`src/rtl/fw_pkg.sv`:
```
package fw_pkg;
  typedef enum logic [1:0] {
    CMP_EQ = 2'b00,
    CMP_NE = 2'b01,
    CMP_GT = 2'b10,
    CMP_LT = 2'b11
  } cmp_mode_e;
endpackage

```
`src/rtl/fw_cmp.sv`:
```
module fw_cmp #(
  parameter int ADDR_W = 32
) (
  input  logic              en_i,
  input  logic [1:0]        mode_i,
  input  logic [ADDR_W-1:0] addr_i,
  input  logic [ADDR_W-1:0] ref_i,
  output logic              hit_o
);
  fw_pkg::cmp_mode_e mode;
  logic raw;

  assign mode = fw_pkg::cmp_mode_e'(mode_i);

  always_comb begin
    unique case (mode)
      fw_pkg::CMP_EQ: raw = (addr_i == ref_i);
      fw_pkg::CMP_NE: raw = (addr_i != ref_i);
      fw_pkg::CMP_GT: raw = (addr_i >  ref_i);
      fw_pkg::CMP_LT: raw = (addr_i <  ref_i);
      default:        raw = 1'b0;
    endcase
  end

  assign hit_o = en_i & raw;
endmodule

```
`src/rtl/fw_pair.sv`:
```
module fw_pair #(
  parameter int N_CMP  = 4,
  localparam int N_PAIR = N_CMP / 2
) (
  input  logic [N_CMP-1:0]  hit_i,
  input  logic [N_PAIR-1:0] pair_en_i,
  input  logic [N_PAIR-1:0] pair_out_i,
  output logic [N_CMP-1:0]  term_o
);
  for (genvar p = 0; p < N_PAIR; p++) begin : g_pair
    logic comb;
    // out-of-range: either bound tripped; in-range: both bounds met
    assign comb = pair_out_i[p] ? (hit_i[2*p] | hit_i[2*p+1])
                                : (hit_i[2*p] & hit_i[2*p+1]);
    assign term_o[2*p]   = pair_en_i[p] ? comb : hit_i[2*p];
    assign term_o[2*p+1] = pair_en_i[p] ? comb : hit_i[2*p+1];
  end
endmodule

```
`src/rtl/fw_and_or.sv`:
```
module fw_and_or #(
  parameter int N_TERM = 4,
  parameter int N_WP   = 4
) (
  input  logic [N_TERM-1:0]      term_i,
  input  logic [N_WP*N_TERM-1:0] wp_mask_i,
  input  logic                   bp_en_i,
  input  logic [N_WP-1:0]        bp_mask_i,
  output logic [N_WP-1:0]        wp_o,
  output logic                   bp_o
);
  for (genvar w = 0; w < N_WP; w++) begin : g_wp
    logic [N_TERM-1:0] sel;
    assign sel     = wp_mask_i[w*N_TERM +: N_TERM];
    assign wp_o[w] = (|sel) & (&(term_i | ~sel));
  end

  assign bp_o = bp_en_i & (|(wp_o & bp_mask_i));
endmodule

```
`src/rtl/fetch_watch_unit.sv`:
```
module fetch_watch_unit #(
  parameter int ADDR_W = 32,
  parameter int N_CMP  = 4,
  parameter int N_WP   = 4,
  parameter int N_PIN  = 3,
  localparam int N_PAIR = N_CMP / 2
) (
  input  logic                    clk_i,
  input  logic                    rst_ni,
  input  logic                    fetch_valid_i,
  input  logic [ADDR_W-1:0]       fetch_addr_i,
  input  logic [N_CMP-1:0]        cmp_en_i,
  input  logic [2*N_CMP-1:0]      cmp_mode_i,
  input  logic [N_CMP*ADDR_W-1:0] cmp_ref_i,
  input  logic [N_PAIR-1:0]       pair_en_i,
  input  logic [N_PAIR-1:0]       pair_out_i,
  input  logic [N_WP*N_CMP-1:0]   wp_mask_i,
  input  logic                    bp_en_i,
  input  logic [N_WP-1:0]         bp_mask_i,
  output logic [N_WP-1:0]         wp_o,
  output logic [N_PIN-1:0]        wp_pin_o,
  output logic                    bp_o
);
  logic [N_CMP-1:0] hit, term;
  logic [N_WP-1:0]  wp_d, wp_q;
  logic             bp_d, bp_q;

  for (genvar k = 0; k < N_CMP; k++) begin : g_cmp
    fw_cmp #(.ADDR_W(ADDR_W)) u_cmp (
      .en_i  (cmp_en_i[k]),
      .mode_i(cmp_mode_i[2*k +: 2]),
      .addr_i(fetch_addr_i),
      .ref_i (cmp_ref_i[k*ADDR_W +: ADDR_W]),
      .hit_o (hit[k])
    );
  end

  fw_pair #(.N_CMP(N_CMP)) u_pair (
    .hit_i     (hit),
    .pair_en_i (pair_en_i),
    .pair_out_i(pair_out_i),
    .term_o    (term)
  );

  fw_and_or #(.N_TERM(N_CMP), .N_WP(N_WP)) u_and_or (
    .term_i   (term),
    .wp_mask_i(wp_mask_i),
    .bp_en_i  (bp_en_i),
    .bp_mask_i(bp_mask_i),
    .wp_o     (wp_d),
    .bp_o     (bp_d)
  );

  always_ff @(posedge clk_i or negedge rst_ni) begin
    if (!rst_ni) begin
      wp_q <= '0;
      bp_q <= 1'b0;
    end else if (fetch_valid_i) begin
      wp_q <= wp_d;
      bp_q <= bp_d;
    end else begin
      wp_q <= '0;
      bp_q <= 1'b0;
    end
  end

  assign wp_o     = wp_q;
  assign bp_o     = bp_q;
  assign wp_pin_o = wp_q[N_PIN-1:0];

  AST_IDLE_CLEAR: assert property (@(posedge clk_i) disable iff (!rst_ni)
    !fetch_valid_i |=> (wp_o == '0) && !bp_o);

  AST_BP_NEEDS_EN: assert property (@(posedge clk_i) disable iff (!rst_ni)
    bp_o |-> $past(bp_en_i));

  AST_BP_FROM_WP: assert property (@(posedge clk_i) disable iff (!rst_ni)
    bp_o |-> |(wp_o & $past(bp_mask_i)));

  for (genvar w = 0; w < N_WP; w++) begin : g_ast
    AST_WP_MASK_SET: assert property (@(posedge clk_i) disable iff (!rst_ni)
      wp_o[w] |-> $past(wp_mask_i[w*N_CMP +: N_CMP]) != '0);
  end
endmodule

```
`config.mk`:
```
export PLATFORM = sky130hd
export DESIGN_NAME = fetch_watch_unit
export DESIGN_NICKNAME = d
export VERILOG_FILES = /design/src/rtl/fw_pkg.sv /design/src/rtl/fw_cmp.sv /design/src/rtl/fw_pair.sv /design/src/rtl/fw_and_or.sv /design/src/rtl/fetch_watch_unit.sv
export SDC_FILE = /design/constraint.sdc
export NUM_CORES = 1
export LEC_CHECK = 0
export BUFFER_PORTS_ARGS = -buffer_cell sky130_fd_sc_hd__buf_4
export CAP_MARGIN = 20
export CORE_MARGIN = 8
export CORE_UTILIZATION = 30
export DETAILED_ROUTE_END_ITERATION = 6
export SETUP_SLACK_MARGIN = 0.3
export SKIP_CTS_REPAIR_TIMING = 1
export SLEW_MARGIN = 5
export SYNTH_ARGS = -nofsm -noshare
export SYNTH_HDL_FRONTEND = slang
export SYNTH_HIERARCHICAL = 1
export SYNTH_SLANG_ARGS = --single-unit
```
`constraint.sdc`:
```
create_clock -name clk_i -period 0.9 [get_ports clk_i]
set_clock_uncertainty 0.2 [all_clocks]
set_input_delay 0.09 -clock clk_i [delete_from_list [all_inputs] [get_ports clk_i]]
set_output_delay 0.09 -clock clk_i [all_outputs]
set_load 0.02 [all_outputs]
```
==> results.cfg <==
[timing]
max_slew_margin = 0.6800
period_minus_slack_ns = 3.065
finalSetupViolations = 13
hold_ws_ns = -0.09862
period_share = 3.405
worst_slack_ns = -2.165
fmax_ghz = 0.3263
setup_tns_ns = -11.57
slew_violations = 0
worstMarginPinSlew_ns = 0.4756
hold_violations = 5
rsz0062_at_grt = true

[route]
ant_nets = 0
wl_per_cell_microns = 16.94
via_per_inst = 4.914
vias = 4943
drcViolationCount = 0
totalWireLength_mm = 17.04
drtIter0Drc = 199
first_pass_iters = 4

[power]
peakVddDrop_mv = 0.4649
seq_power_share = 0.060
p_clk_frac = 0.173
power_density_mw_per_mm2 = 593.5
internal-power_w = 0.002591
leakage_nw = 3.853
total_power_w = 0.004221
switchingPower_w = 0.001630
combPwrFrac = 0.767
swShare = 0.3862

[final_layout]
diodes = 0
drive_gt1_frac = 0.4724
area_delta_synth_final_pct = 82.27
nets = 1163

[clock_network]
clkSinkCount = 5
h-tree-depth = 1
cts_max_path_buffers = 2
cts_tree = done
cts_buffers = 3
path_clk_slew_ns = 0.03
cts_root_buffer = clkbuf_16

[setup_path]
start_kind = input pin
cp.arrival_ns = 2.98
crit_path_end = bp_o
critPathSlowestCell = or4_4
crit_required_ns = 0.81
crit_path_start = fetch_addr_i[29]
path_cells = buf_12 > buf_6 > ha_4 > nand4_1 > or4_4 > a31oi_2 > or3_4 > nand3_4 > a21oi_2 > o22ai_4 > buf_4 > o221ai_2 > o22ai_2 > a211o_1 > and2_1
worstPathMaxFanout = 5
max_stage_delay_ns = 0.59
crit_type = in -> reg
cp-end-kind = flip-flop

[yosys]
synthArstFlopShare = 1.000
netlist_area_sq_mm = 0.003902
postSynthAreaPerCell_sq_um = 7.213
synthAdderAreaFrac = 0.4104
ys_ff_latch = 5
synthMuxAreaShare = 0
synthCells = 541
yosysWarnings = 6
synth_top_family_by_area = adder cells
ys.flop_type = dfrtp_1
synth-simple-area-share = 0.2026
synth-edff-count = 0
synth-compound-area-share = 0.1978
synth_xor_area_frac = 0.008977
synth_cell_types = 35
yosysSeqAreaShare = 0.03206
syn_nets = 869

[status]
violations = hold timing, setup timing
status = finished with violations

[place]
dp_hpwl_mm = 14.90
port_buffers = 207
gp_congestion = 0.8703

[floorplanning]
core_area_sq_mm = 0.01267
ios = 208
fp.dieH_microns = 130.1
start_util = 0.3080
rows = 41
die-area_sq_mm = 0.01691
die_w_microns = 130.1

[global_route]
overflow = 0
grt_pass1_vias = 5260
grtUsageTotal = 0.1805
grt_pass1_wl_mm = 24.63
grt_max_degree = 7
antenna_found_initial = 0

[job]
max_cap_violations = 0

[min_path]
whs_path_depth = 2
hold_class = in -> reg
Yosys cell counts, types with 2 or more instances:
cell type    n  area (sq um)
nor3_1       2         10.01
nand3_1     24         120.1
a21o_1      12         90.09
and2_1       5         31.28
dfrtp_1      5         125.1
nor4_1      10         62.56
nand4_1     36         225.2
buf_4        3         22.52
o22ai_1      4         25.02
nand2_1     26         97.59
a221oi_1     6         52.55
a211o_1      5         43.79
a211oi_1     4         30.03
o2111ai_1    4         35.03
nand2b_1     4         25.02
o21ai_0      8         40.04
a2111o_1     6         67.56
a21oi_1     48         240.2
inv_1      148         555.5
nor2_1       6         22.52
a2111oi_0    4         35.03
or3_1        4         25.02
xnor2_1      4         35.03
or4_1        5         37.54
ha_1       128          1602
o211ai_1     4         30.03
nor2b_1     11         68.82
a31oi_1      4         25.02
or4_4        5         56.30
per-stage QoR:
step / hold slack (ns) / instances / area, sq um / utilization / worst slack, ns
global placement: -0.3068 / 990 / 6335 / 0.5000 / -2.608
detailed placement: -0.3067 / 990 / 6335 / 0.5000 / -2.648
global route: -0.08402 / 1006 / 7113 / 0.5614 / -2.350
finish: -0.09862 / 1006 / 7113 / 0.5614 / -2.165
floorplan: -0.4056 / 541 / 4051 / - / -2.037
CTS: -0.5481 / 994 / 6414 / 0.5062 / -2.430
logic make-up after synthesis:
kind of cell | after synthesis
buffers and inverters | 151
adders and majority gates | 128
DFF | 5
and+or+nand+nor | 139
AOI/OAI and AO/OA | 114
xor gates and xnor gates | 4
flip-flops by register name, indices dropped and copies added, names as in the netlist:
register,cells
wp_o,4
bp_o,1
placed cells by master, fill, tap and decap left out, types with 3 or more instances in the layout:
master / netlist / layout
nand4_1: 36 / 36
a2111oi_0: 4 / 4
nor2_1: 6 / 6
inv_2: 0 / 11
a221oi_2: 0 / 4
clkbuf_16: 0 / 3
o21ai_0: 8 / 5
nor2b_1: 11 / 11
a21oi_1: 48 / 35
o2111ai_2: 0 / 3
inv_4: 0 / 3
and2_1: 5 / 5
a211oi_1: 4 / 4
a211o_1: 5 / 5
buf_4: 3 / 278
a21o_1: 12 / 12
ha_4: 0 / 26
o211ai_1: 4 / 4
or3_4: 0 / 3
or4_4: 5 / 7
nand3_4: 0 / 3
nand2_1: 26 / 26
nor4_1: 10 / 5
o22ai_2: 1 / 3
inv_1: 148 / 134
nor4_2: 0 / 3
ha_1: 128 / 102
nand3_1: 24 / 19
buf_6: 0 / 11
a2111o_1: 6 / 6
nand2b_1: 4 / 4
a21oi_2: 0 / 11
or4_1: 5 / 3
dfrtp_2: 0 / 3
worst min path at each step:
stage                   from      end  slack, ns
3_3_place_gp          rst_ni     bp_o      -0.31
4_1_cts               rst_ni  wp_o[3]      -0.55
2_1_floorplan         rst_ni     bp_o      -0.41
3_5_place_dp          rst_ni  wp_o[3]      -0.31
6_report       fetch_valid_i  wp_o[3]       -0.1
5_1_grt        fetch_valid_i  wp_o[3]      -0.08
power by group through the flow:
| stage | combinational (W) | sequential (W) | clock (W) |
|---|---|---|---|
| final | 0.00324 | 0.000253 | 0.000731 |
| after global routing | 0.00357 | 0.000254 | 0.000766 |
| after CTS | 0.00282 | 0.000249 | 0.000749 |
| after detailed placement | 0.00281 | 0.000251 | 0 |
| after global placement | 0.00274 | 0.000251 | 0 |
| after floorplan | 0.00129 | 0.000270 | 0 |
critical path: cells and delay by family:
family	cells	cell delay [ns]
buffers and inverters	3	0.36
AND/OR/NAND/NOR	5	1.18
adder cells (fa/ha/maj)	1	0.26
AO/OA/AOI/OAI	6	1.05
layout make-up:
class,instances,area [sq um]
Multi-Input combinational cell,385,3866
Tap cell,172,215.2
Fill cell,1188,5558
Inverter,148,563.0
Clock buffer,4,78.83
Sequential cell,5,128.9
Timing Repair Buffer,292,2261
metal layers:
layer	global-route usage	part of all wire	vias up	wire length, microns
met5	0	0	-	0
met4	0.02049	0.0073	0	125
met3	0.04610	0.077	12	1319
met2	0.3440	0.52	155	8927
met1	0.2010	0.39	2252	6667
li1	-	-	2524	-
No activity file was read; power rests on OpenSTA's default activity.
